==> src/rtl/ccr_pkg.sv <==
package ccr_pkg;
  localparam int CCR_W = 8;
  localparam int BIT_H = 4;
  localparam int BIT_I = 3;
  localparam int BIT_N = 2;
  localparam int BIT_Z = 1;
  localparam int BIT_C = 0;
  localparam logic [2:0] CCR_TOP = 3'b111;

  typedef struct packed {
    logic h;
    logic n;
    logic z;
    logic c;
  } arith_flags_t;
endpackage

==> src/rtl/ccr_flag_logic.sv <==
module ccr_flag_logic
  import ccr_pkg::*;
#(
  parameter int DW = 8
) (
  input  logic          upd_en_i,
  input  logic          op_add_i,
  input  logic [DW-1:0] res_i,
  input  logic          c3_i,
  input  logic          c7_i,
  input  logic          rti_i,
  input  logic [4:0]    stk_lo_i,
  input  arith_flags_t  cur_i,
  output arith_flags_t  nxt_o
);
  localparam int MSB = DW - 1;

  always_comb begin
    nxt_o = cur_i;
    if (rti_i) begin
      nxt_o.h = stk_lo_i[BIT_H];
      nxt_o.n = stk_lo_i[BIT_N];
      nxt_o.z = stk_lo_i[BIT_Z];
      nxt_o.c = stk_lo_i[BIT_C];
    end else if (upd_en_i) begin
      if (op_add_i) nxt_o.h = c3_i;
      nxt_o.n = res_i[MSB];
      nxt_o.z = (res_i == '0);
      nxt_o.c = c7_i;
    end
  end
endmodule

==> src/rtl/ccr_irq_ctrl.sv <==
module ccr_irq_ctrl (
  input  logic clk_i,
  input  logic rst_ni,
  input  logic sei_i,
  input  logic cli_i,
  input  logic rti_i,
  input  logic rti_mask_i,
  input  logic stk_done_i,
  input  logic irq_i,
  output logic mask_o,
  output logic take_o,
  output logic pend_o
);
  logic mask_q, pend_q, entry_q;

  assign take_o = !mask_q && !entry_q && (irq_i || pend_q);

  always_ff @(posedge clk_i or negedge rst_ni) begin
    if (!rst_ni) begin
      mask_q  <= 1'b1;
      pend_q  <= 1'b0;
      entry_q <= 1'b0;
    end else begin
      // mask: stacking done > restore > set > clear
      if (stk_done_i && entry_q) mask_q <= 1'b1;
      else if (rti_i)            mask_q <= rti_mask_i;
      else if (sei_i)            mask_q <= 1'b1;
      else if (cli_i)            mask_q <= 1'b0;

      if (take_o)                    entry_q <= 1'b1;
      else if (stk_done_i)           entry_q <= 1'b0;

      if (take_o)     pend_q <= 1'b0;
      else if (irq_i) pend_q <= 1'b1;
    end
  end

  assign mask_o = mask_q;
  assign pend_o = pend_q;
endmodule

==> src/rtl/ccr_unit.sv <==
module ccr_unit
  import ccr_pkg::*;
(
  input  logic       clk_i,
  input  logic       rst_ni,
  input  logic       upd_en_i,
  input  logic       op_add_i,
  input  logic [7:0] res_i,
  input  logic       c3_i,
  input  logic       c7_i,
  input  logic       sei_i,
  input  logic       cli_i,
  input  logic       rti_i,
  input  logic [7:0] stk_ccr_i,
  input  logic       irq_i,
  input  logic       stk_done_i,
  output logic [7:0] ccr_o,
  output logic       take_irq_o,
  output logic       pend_o
);
  arith_flags_t flags_q, flags_d;
  logic         mask;

  ccr_flag_logic #(.DW(CCR_W)) u_flags (
    .upd_en_i (upd_en_i),
    .op_add_i (op_add_i),
    .res_i    (res_i),
    .c3_i     (c3_i),
    .c7_i     (c7_i),
    .rti_i    (rti_i),
    .stk_lo_i (stk_ccr_i[4:0]),
    .cur_i    (flags_q),
    .nxt_o    (flags_d)
  );

  ccr_irq_ctrl u_irq (
    .clk_i      (clk_i),
    .rst_ni     (rst_ni),
    .sei_i      (sei_i),
    .cli_i      (cli_i),
    .rti_i      (rti_i),
    .rti_mask_i (stk_ccr_i[BIT_I]),
    .stk_done_i (stk_done_i),
    .irq_i      (irq_i),
    .mask_o     (mask),
    .take_o     (take_irq_o),
    .pend_o     (pend_o)
  );

  // arithmetic flags are deliberately not reset
  always_ff @(posedge clk_i) begin
    if (rst_ni) flags_q <= flags_d;
  end

  assign ccr_o = {CCR_TOP, flags_q.h, mask, flags_q.n, flags_q.z, flags_q.c};
endmodule

==> config.mk <==
export PLATFORM = sky130hd
export DESIGN_NAME = ccr_unit
export DESIGN_NICKNAME = d
export VERILOG_FILES = /design/src/rtl/ccr_pkg.sv /design/src/rtl/ccr_flag_logic.sv /design/src/rtl/ccr_irq_ctrl.sv /design/src/rtl/ccr_unit.sv
export SDC_FILE = /design/constraint.sdc
export NUM_CORES = 1
export LEC_CHECK = 0
export BUFFER_PORTS_ARGS = -buffer_cell sky130_fd_sc_hd__clkbuf_2
export CORE_AREA = 4 4 41 43
export CTS_BUF_LIST = sky130_fd_sc_hd__clkbuf_4
export DETAILED_ROUTE_END_ITERATION = 12
export DIE_AREA = 0 0 45 47
export PLACE_DENSITY = 0.77
export SYNTH_ARGS = -nofsm -noshare
export SYNTH_HDL_FRONTEND = slang
export SYNTH_SLANG_ARGS = --single-unit
==> constraint.sdc <==
create_clock -name clk_i -period 2.4 [get_ports clk_i]
set_input_delay 0.24 -clock clk_i [delete_from_list [all_inputs] [get_ports clk_i]]
set_output_delay 0.24 -clock clk_i [all_outputs]
set_load 0.05 [all_outputs]
# == Yosys cells after proc, flatten, opt, wreduce, memory -nomap -nowiden ==
# Cells that the tools add are included.
# totals
output_inout_bits,10
register_bits,7
# op_classes
n_reduce_logical,14
muxes,11
# ops
operator,count
$mux 1,9
$logic_not 8->1,1
$mux 4,2
$reduce_bool 2->1,4
$reduce_bool 4->1,1
$logic_and 1x1->1,3
$reduce_and 3->1,1
$logic_not 1->1,2
$reduce_and 2->1,1
$logic_or 1x1->1,1

# == Logic depth before layout (Yosys ltp) ==
# Gate-level depths: netlist of the first run.
# logic_depth
ltp_word,4
depth_mapped,3
mapped_depth_nobuf,3

# == By module ==
# A second synthesis of the first run with hierarchy kept.
# unflattened
cells_unflattened,39
area_unflattened_um2,410.4
# modules_own_cells
module,seq_area_each_um2,area_each_um2,cells_each,instances
ccr_unit,120.1,153.9,9,1
ccr_irq_ctrl,76.3,132.6,13,1
ccr_flag_logic,0.0,123.9,17,1

# == Least setup slack after synthesis of the first run ==
# No wires, ideal clock.
# synth_path
path_kind,reg-to-output
start,reg u_irq.pend_q (netlist: u_irq.pend_o)
end,out take_irq_o
path_stages_with_launch,3
required_time_ns,2.160
path_buffers,0
t_arrival_ns,1.401
path_slack_ns,0.759
cell_sequence,dfrtp_1 > nor2_1 > nor3_2
# synth_via
elab_chain_len,2
# synth_lines
item,line_no,source
start: declaration,ccr_irq_ctrl.sv:14,"logic mask_q, pend_q, entry_q;"
start signal: assignment,ccr_irq_ctrl.sv:21,pend_q <= 1'b0;
start signal: assignment,ccr_irq_ctrl.sv:33,if (take_o) pend_q <= 1'b0;
start signal: assignment,ccr_irq_ctrl.sv:34,else if (irq_i) pend_q <= 1'b1;
$logic_or 1x1->1,ccr_irq_ctrl.sv:16,assign take_o = !mask_q && !entry_q && (irq_i || pend_q);
$logic_and 1x1->1,ccr_irq_ctrl.sv:16,
end: declaration,ccr_unit.sv:18,"output logic take_irq_o,"
# Every way passes these cells.

# == Worst setup path in the final report of the first run ==
# layout_path
start,reg u_irq.entry_q
end,out take_irq_o
# layout_via
elab_chain_len,3
# layout_lines
item,line_no,source
start: declaration,ccr_irq_ctrl.sv:14,
start signal: assignment,ccr_irq_ctrl.sv:22,entry_q <= 1'b0;
start signal: assignment,ccr_irq_ctrl.sv:30,if (take_o) entry_q <= 1'b1;
start signal: assignment,ccr_irq_ctrl.sv:31,else if (stk_done_i) entry_q <= 1'b0;
$logic_not 1->1,ccr_irq_ctrl.sv:16,
$logic_and 1x1->1 (2 in a row),ccr_irq_ctrl.sv:16,
# Every way passes these cells.

==> results of run 1 <==
==> sequential cells by signal (all words and copies together) (netlist names) <==
| name | count |
|---|---|
| u_irq.pend_o | 1 |
| u_irq.mask_o | 1 |
| u_irq.entry_q | 1 |
| ccr_o | 4 |
==> metal layers <==
metal	vias to the layer above	track usage
li1	171	-
met2	25	0.147
met4	0	0.0526
met1	152	0.0816
met5	-	0
met3	2	0.0575
==> synthesized netlist by cell type (all sizes together) (2+ instances only) <==
cell type,number
mux2,3
nor3,2
edfxtp,4
dfrtp,2
inv,2
nor2,4
o21a,2
buf,5
==> cell usage in the layout (no fill, tap or decap) <==
cell type	n
a21o_1	1
a21oi_1	1
a22oi_1	1
a32o_1	1
clkbuf_2	30
clkbuf_4	4
conb_1	3
dfrtp_1	2
dfstp_2	1
dlygate4sd3_1	1
edfxtp_1	4
inv_1	2
mux2_4	3
nor2_1	4
nor3_1	1
nor3_2	1
nor4_2	1
o21a_1	2
o21ai_0	1
==> worst max-delay path: cells and delay by family (launching register included) <==
family                 cells  cell delay, ns
buffers and inverters      1            0.31
DFF                        1            0.41
and+or+nand+nor            1            0.22
==> path summary, 6_finish.rpt <==
| kind | start | end | cells past startpoint |
|---|---|---|---|
| worst max-delay path | u_irq.entry_q | take_irq_o | 2 |
| worst min-delay path | stk_ccr_i[3] | u_irq.mask_o | 3 |
| worst max register to register | u_irq.pend_o | u_irq.entry_q | 3 |
| worst min register to register | u_irq.pend_o | u_irq.pend_o | 2 |
| max in group asynchronous | rst_ni | u_irq.mask_o | 2 |
| min in group asynchronous | rst_ni | u_irq.pend_o | 2 |
==> cell type report <==
type / count / area share
sequential: 7 / 0.350
timing repair buffer: 31 / 0.285
multi-input combinational: 20 / 0.265
clock buffer: 4 / 0.0535
tap: 15 / 0.0334
inverter: 2 / 0.0134
==> cell families after synthesis <==
kind of cell,after synthesis
simple gates,7
mux,3
compound gates,7
flops,7
other cells,1
buf+inv,7
==> power by group <==
group | switching (mW) | leakage [nW] | internal (mW)
Combinational | 0.116 | 0.206 | 0.0493
Sequential | 0.0159 | 0.0720 | 0.154
Clock | 0.0408 | 0.0184 | 0.0746
==> results.py, run 1 <==
metrics = {
    "placement": {
        "placed_area_um2": 522,
        "pre_cts_slack_ns": 1.23,
        "portBuffers": 30,
        "placed_cells_incl_taps": 74,
        "dp_hpwl_um": 723,
        "gp_congestion": 0.651,
    },
    "detailed_routing": {
        "post_drt_wl_per_cell_um": 10.8,
        "wl_met3_um": 133,
        "num_vias": 350,
        "drtIter0Drc": 11,
        "met1_length_um": 305,
        "top_layer": "met4",
        "antenna_left": 0,
        "avgViaCountPerCell": 4.43,
        "drc": 0,
        "wl_met2_um": 408,
        "first_pass_iters": 2,
        "drt-total-wl_um": 852,
    },
    "logic_synthesis": {
        "synth_compound_area_frac": 0.129,
        "synth_cells": 32,
        "synth_top_family_by_area": "compound AO/OA/AOI/OAI gates",
        "synthTopCellsByArea": "edfxtp_1 31%, dfrtp_1 13%, mux2_4 12%",
        "synthFlopType": "edfxtp_1",
        "synthSimpleGateAreaFrac": 0.110,
        "yosys_warnings": 0,
        "synth_edf_count": 4,
        "synth_xor_area_frac": 0,
        "synth_area_leader_cell": "edfxtp_1",
        "synth_top_area_share": 0.311,
        "muxShareOfSynthArea": 0.117,
        "ys_ff_latch": 7,
        "async_reset_ff_frac": 0.429,
        "syn_avg_cell_area_um2": 12.1,
        "yosysSeqAreaShare": 0.508,
        "syn_area_um2": 387,
        "ys_types": 18,
        "synthAdderAreaFrac": 0,
    },
    "floorplanning": {
        "die-width_um": 45,
        "coreArea_um2": 1300,
        "initial_core_util": 0.297,
        "die_height_um": 47,
        "die-area_um2": 2120,
        "std_cell_rows": 13,
        "ioPinCount": 37,
    },
    "setup_path": {
        "cpMaxStageDelayCell": "dfrtp_1",
        "critPathKind": "register to output port",
        "critical_path.max_fanout": 4,
        "path_cells": "nor3_2, clkbuf_2",
        "slowest_delay_ns": 0.41,
        "crit_path_start_kind": "register",
        "cp.arrival_ns": 1.18,
        "crit_path_end_kind": "output port",
        "r2r_setup_slack_ns": 1.52,
        "crit_required_ns": 2.16,
    },
    "flow_run": {
        "maxCapViolCount": 0,
    },
    "grt": {
        "grt_pass1_vias": 384,
        "grt_pass1_wl_mm": 1.29,
        "overflow": 0,
        "antenna_found_initial": 0,
        "grt_start_max_net_pins": 10,
        "grt_use_total": 0.0884,
    },
    "cts": {
        "holdBufCountCts": 1,
        "clkSinkCount": 7,
        "h-tree-depth": 1,
        "clk_pin_slew_worst_paths_ns": 0.05,
        "postCtsSetupBuffers": 0,
        "cts_resized": 0,
        "cts_buffer_depth": 2,
        "cts_root_buf": "clkbuf_4",
        "insertion_delay_ns": 0.25,
        "cts_tree": "done",
        "cts_buffers": 3,
    },
    "sta": {
        "setup_viol": 0,
        "fin_crit_sh": 0.593,
        "setup-tns-final_ns": 0,
        "setup_slack_ns": 0.977,
        "rsz0062_at_grt": "no",
        "fin_crit_ns": 1.42,
        "hold_viol_final": 0,
        "whs_ns": 0.222,
        "maxSlewViolCount": 0,
        "clock_skew_ns": 0.00236,
        "timing.fmax_mhz": 703,
    },
    "cells_and_area": {
        "nFillCells": 141,
        "num_antenna_cells": 0,
        "fin_util": 0.432,
        "ff_latch_area_um2": 196,
        "multi_input_area_um2": 149,
        "area_growth_pct": 45.3,
        "nets": 92,
        "finalNonFillerCells": 79,
        "drive_gt1_frac": 0.625,
        "finalInstanceArea_um2": 562,
    },
    "pwr": {
        "power_uw": 451,
        "power.leakage_nw": 0.296,
        "power_density_nw_per_um2": 802,
        "vdd_drop_max_uv": 299,
    },
    "hold_path": {
        "hp-class": "primary input to register",
    },
    "status": {
        "status": "finished, final reports clean",
    },
}
(Power assumes the default switching activity.)
==> inputs of run 2 (changes only) <==
PLACE_DENSITY = 0.8   (was 0.77)
clock period = 1.3 ns   (was 2.4 ns; I/O delays follow)
==> run 2 against run 1 <==
Net effect:
- register-to-register slack got worse by 1.1 ns
- flip-flop and latch count unchanged
- combinational power increased by 98%
- critical path depth decreased by 1
- wire length decreased by 2.0%
- design area increased by 2.9%
- hold slack got worse by 0.082 ns
- sequential power increased by 92%
- global-route usage increased by 0.41 points
- core utilization increased by 1.3 points
- largest power group is now combinational logic
==> results.py, run 2 (synthesis results as in run 1) <==
metrics = {
    "cells_and_area": {
        "drive_gt1_frac": 0.656,
        "finalNonFillerCells": 79,
        "num_antenna_cells": 0,
        "nFillCells": 132,
        "multi_input_area_um2": 158,
        "final_cell_mix": "29 x clkbuf_2, 4 x edfxtp_1, 4 x clkbuf_4",
        "fin_util": 0.444,
        "area_growth_pct": 49.5,
        "nets": 92,
        "layout_commonest_cell": "clkbuf_2",
        "ff_latch_area_um2": 198,
        "largest_register_ffs": 4,
    },
    "setup_path": {
        "critical_path.max_fanout": 4,
        "critPathKind": "register to output port",
        "cp_num_cells": 1,
        "cp.arrival_ns": 1.10,
        "crit_path_start_kind": "register",
        "worstRegToRegCells": 3,
        "cpMaxStageDelayCell": "dfstp_2",
        "crit_path_end_kind": "output port",
        "slowest_delay_ns": 0.57,
        "crit_required_ns": 1.17,
        "path_cells": "clkbuf_2",
        "worst-path-buf-inv": 1,
        "cpLargestDelayFamily": "flip-flops",
    },
    "detailed_routing": {
        "num_vias": 345,
        "drc": 0,
        "antenna_left": 0,
        "drt-total-wl_um": 835,
        "first_pass_iters": 3,
        "avgViaCountPerCell": 4.37,
        "drtIter0Drc": 1,
        "post_drt_wl_per_cell_um": 10.6,
    },
    "cts": {
        "cts_tree": "done",
        "clk_pin_slew_worst_paths_ns": 0.05,
        "cts_buffer_depth": 2,
        "clkSinkCount": 7,
        "cts_buffers": 3,
        "h-tree-depth": 1,
        "insertion_delay_ns": 0.24,
        "postCtsSetupBuffers": 0,
        "cts_root_buf": "clkbuf_4",
    },
    "floorplanning": {
        "coreArea_um2": 1300,
        "die_height_um": 47,
        "die-area_um2": 2120,
        "die-width_um": 45,
        "std_cell_rows": 13,
        "ioPinCount": 37,
        "initial_core_util": 0.297,
    },
    "sta": {
        "setup_viol": 0,
        "rsz0062_at_grt": "no",
        "hold_viol_final": 0,
        "setup-tns-final_ns": 0,
        "timing.fmax_mhz": 813,
        "clock_skew_ns": 0.0000262,
        "fin_crit_ns": 1.23,
        "whs_ns": 0.140,
        "maxSlewViolCount": 0,
        "fin_crit_sh": 0.946,
    },
    "hold_path": {
        "hp-class": "primary input to register",
        "hold_depth": 3,
    },
    "pwr": {
        "power_density_nw_per_um2": 1500,
        "vdd_drop_max_uv": 548,
        "power.leakage_nw": 0.298,
    },
    "grt": {
        "grt_use_total": 0.0926,
        "overflow": 0,
        "grt_start_max_net_pins": 10,
        "grt_pass1_wl_mm": 1.36,
        "antenna_found_initial": 0,
        "grt_pass1_vias": 357,
    },
    "placement": {
        "portBuffers": 30,
        "placed_cells_incl_taps": 74,
        "gp_congestion": 0.637,
        "dp_hpwl_um": 735,
    },
    "flow_run": {
        "maxCapViolCount": 0,
    },
    "status": {
        "status": "finished, final reports clean",
    },
}
==> run 2: layout make-up <==
class / count / area share
flip-flops and latches: 7 / 0.342
repair buffers: 31 / 0.288
multi-input cells: 20 / 0.273
clock buffers: 4 / 0.0519
well taps: 15 / 0.0325
inverters: 2 / 0.0130
==> run 2: through the flow <==
step	instance area, µm²	setup slack, ns	power, mW
after detailed placement	532	0.242	0.647
final	578	0.0696	0.865
after CTS	574	0.0259	0.868
after global placement	532	0.251	0.638
after global routing	578	0.0239	0.922
after floorplan	404	0.0183	0.576
==> run 2: worst paths after layout <==
| check | startpoint | end | slack [ns] |
|---|---|---|---|
| hold reg to reg | u_irq.pend_o | u_irq.pend_o | 0.55 |
| max in group asynchronous | rst_ni | u_irq.mask_o | 0.87 |
| min in group asynchronous | rst_ni | u_irq.entry_q | 0.23 |
| setup reg to reg | u_irq.pend_o | u_irq.entry_q | 0.39 |
| hold / removal | stk_ccr_i[3] | u_irq.mask_o | 0.14 |
| setup / recovery | u_irq.mask_o | ccr_o[3] | 0.07 |
==> run 2: repair_timing <==
action / CTS / global route
setup endpoints to repair: 1 / 1
pin swaps: 0 / 0
resized for setup: 1 / 2
hold endpoints to repair: 3 / 0
hold buffers: 1 / 0
gates cloned: 0 / 0
==> run 2: where the power goes <==
group | total, mW | leakage [nW] | switching (mW) | internal (mW)
registers | 0.326 | 0.0711 | 0.0390 | 0.287
clock network | 0.213 | 0.0184 | 0.0750 | 0.138
logic | 0.327 | 0.209 | 0.219 | 0.108
==> run 2: per-layer routing <==
| metal | wire length [µm] | track usage |
|---|---|---|
| met3 | 119 | 0.0421 |
| met4 | 0 | 0.0526 |
| met2 | 408 | 0.155 |
| met1 | 307 | 0.0960 |
| met5 | 0 | 0 |
==> inputs of run 3 (changes only) <==
==> constraint.sdc (replaced) <==
create_clock -name clk_i -period 1.3 [get_ports clk_i]
set_input_delay 0.195 -clock clk_i [delete_from_list [all_inputs] [get_ports clk_i]]
set_output_delay 0.195 -clock clk_i [all_outputs]
set_load 0.05 [all_outputs]
==> run 3 against run 2 <==
Net effect:
- cell count rose by 1.3%
- hold slack improved by 0.053 ns
- clock power barely moved
- design area rose by 2.4%
- wire length rose by 9.0%
- critical path depth did not move
- critical endpoint unchanged
==> results.py, run 3 (synthesis results as in run 1) <==
metrics = {
    "hold_path": {
        "hp-class": "primary input to register",
        "min-delay-start": "stk_ccr_i[3]",
        "whs_endpoint": "u_irq.mask_o",
        "hold_depth": 3,
    },
    "cts": {
        "cts_buffer_depth": 2,
        "cts_root_buf": "clkbuf_4",
        "insertion_delay_ns": 0.24,
        "clk_pin_slew_worst_paths_ns": 0.05,
        "cts_tree": "done",
        "clkSinkCount": 7,
        "cts_buffers": 3,
        "h-tree-depth": 1,
        "postCtsSetupBuffers": 0,
    },
    "sta": {
        "clock_skew_ns": 0.000103,
        "setup_viol": 0,
        "fin_crit_sh": 0.966,
        "maxSlewViolCount": 0,
        "timing.fmax_mhz": 797,
        "rsz0062_at_grt": "no",
        "setup-tns-final_ns": 0,
        "fin_crit_ns": 1.26,
        "whs_ns": 0.194,
        "hold_viol_final": 0,
    },
    "cells_and_area": {
        "drive_gt1_frac": 0.662,
        "num_antenna_cells": 0,
        "area_growth_pct": 53.1,
        "largest_register_ffs": 4,
        "final_cell_mix": "28 x clkbuf_2, 5 x clkbuf_4, 4 x edfxtp_1",
        "layout_commonest_cell": "clkbuf_2",
        "finalInstanceArea_um2": 592,
        "nets": 93,
    },
    "status": {
        "status": "finished, final reports clean",
    },
    "grt": {
        "grt_use_total": 0.105,
        "grt_start_max_net_pins": 10,
        "antenna_found_initial": 0,
        "overflow": 0,
        "grt_pass1_wl_mm": 1.55,
        "grt_pass1_vias": 388,
    },
    "pwr": {
        "power_density_nw_per_um2": 1480,
        "power.leakage_nw": 0.305,
        "vdd_drop_max_uv": 482,
        "power_uw": 878,
    },
    "placement": {
        "portBuffers": 30,
        "placed_area_um2": 539,
        "gp_congestion": 0.667,
        "dp_hpwl_um": 791,
    },
    "setup_path": {
        "cpLargestDelayFamily": "flip-flops",
        "worstRegToRegCells": 3,
        "worst-path-buf-inv": 1,
        "r2r_setup_slack_ns": 0.39,
        "cp.arrival_ns": 1.06,
        "slowest_delay_ns": 0.58,
        "reg2reg_to": "u_irq.entry_q",
        "crit_path_start_kind": "register",
        "crit_required_ns": 1.11,
        "rr_startpoint": "u_irq.pend_o",
        "critPathKind": "register to output port",
        "critical_path.max_fanout": 4,
        "crit_path_end_kind": "output port",
        "path_cells": "clkbuf_4",
        "cpMaxStageDelayCell": "dfstp_2",
    },
    "detailed_routing": {
        "drtIter0Drc": 1,
        "drt-total-wl_um": 910,
        "avgViaCountPerCell": 4.45,
        "num_vias": 356,
        "first_pass_iters": 3,
        "post_drt_wl_per_cell_um": 11.4,
        "antenna_left": 0,
        "drc": 0,
    },
    "floorplanning": {
        "die-area_um2": 2120,
        "coreArea_um2": 1300,
        "die_height_um": 47,
        "initial_core_util": 0.297,
        "die-width_um": 45,
        "std_cell_rows": 13,
        "ioPinCount": 37,
    },
    "flow_run": {
        "maxCapViolCount": 0,
    },
}
==> run 3: cell count changes in the layout (fill, tap and decap cells not counted) <==
| cell | before | now |
|---|---|---|
| clkbuf_4 | 4 | 5 |
| buf_8 | 0 | 1 |
| clkbuf_2 | 29 | 28 |
| buf_4 | 0 | 1 |
| buf_6 | 1 | 0 |
==> run 3: worst max-delay path by stage <==
stage,slack [ns],start,endpoint,cells past startpoint
6_report,0.04,u_irq.mask_o,ccr_o[3],1
4_1_cts,0.003,u_irq.entry_q,take_irq_o,2
2_1_floorplan,0.02,u_irq.pend_o,u_irq.entry_q,3
3_5_place_dp,0.19,u_irq.entry_q,take_irq_o,2
3_3_place_gp,0.20,u_irq.entry_q,take_irq_o,2
5_1_grt,0.0005,u_irq.mask_o,ccr_o[3],1
==> run 3: cell type report <==
cell class	instances	area (µm²)
Multi-Input combinational cell	20	158
Sequential cell	7	198
Fill cell	123	709
Tap cell	15	18.8
Inverter	2	7.51
Timing Repair Buffer	32	180
Clock buffer	4	30.0
==> run 3: routing by layer <==
metal | global-route usage | vias up | share of wire
met2 | 0.203 | 21 | 0.57
met3 | 0.0345 | 0 | 0.11
met4 | 0.0351 | 0 | 0
li1 | - | 171 | -
met1 | 0.104 | 164 | 0.32
met5 | 0 | - | 0
==> run 3: stage by stage <==
step	utilization	std cells	setup slack (ns)
after floorplan	-	34	0.0183
after global placement	0.414	75	0.201
after detailed placement	0.414	75	0.190
after CTS	0.454	80	0.00337
after global routing	0.455	80	0.000535
final	0.455	80	0.0447
==> run 3: timing repair <==
item	CTS	global route
hold endpoints to repair	3	0
pin swaps	0	1
setup endpoints to repair	2	2
hold buffers	1	0
resized for setup	3	1
==> run 3: where the power goes <==
part           internal (mW)  switching (mW)
logic                  0.119           0.221
registers              0.287          0.0389
clock network          0.138          0.0740
total                  0.544           0.334
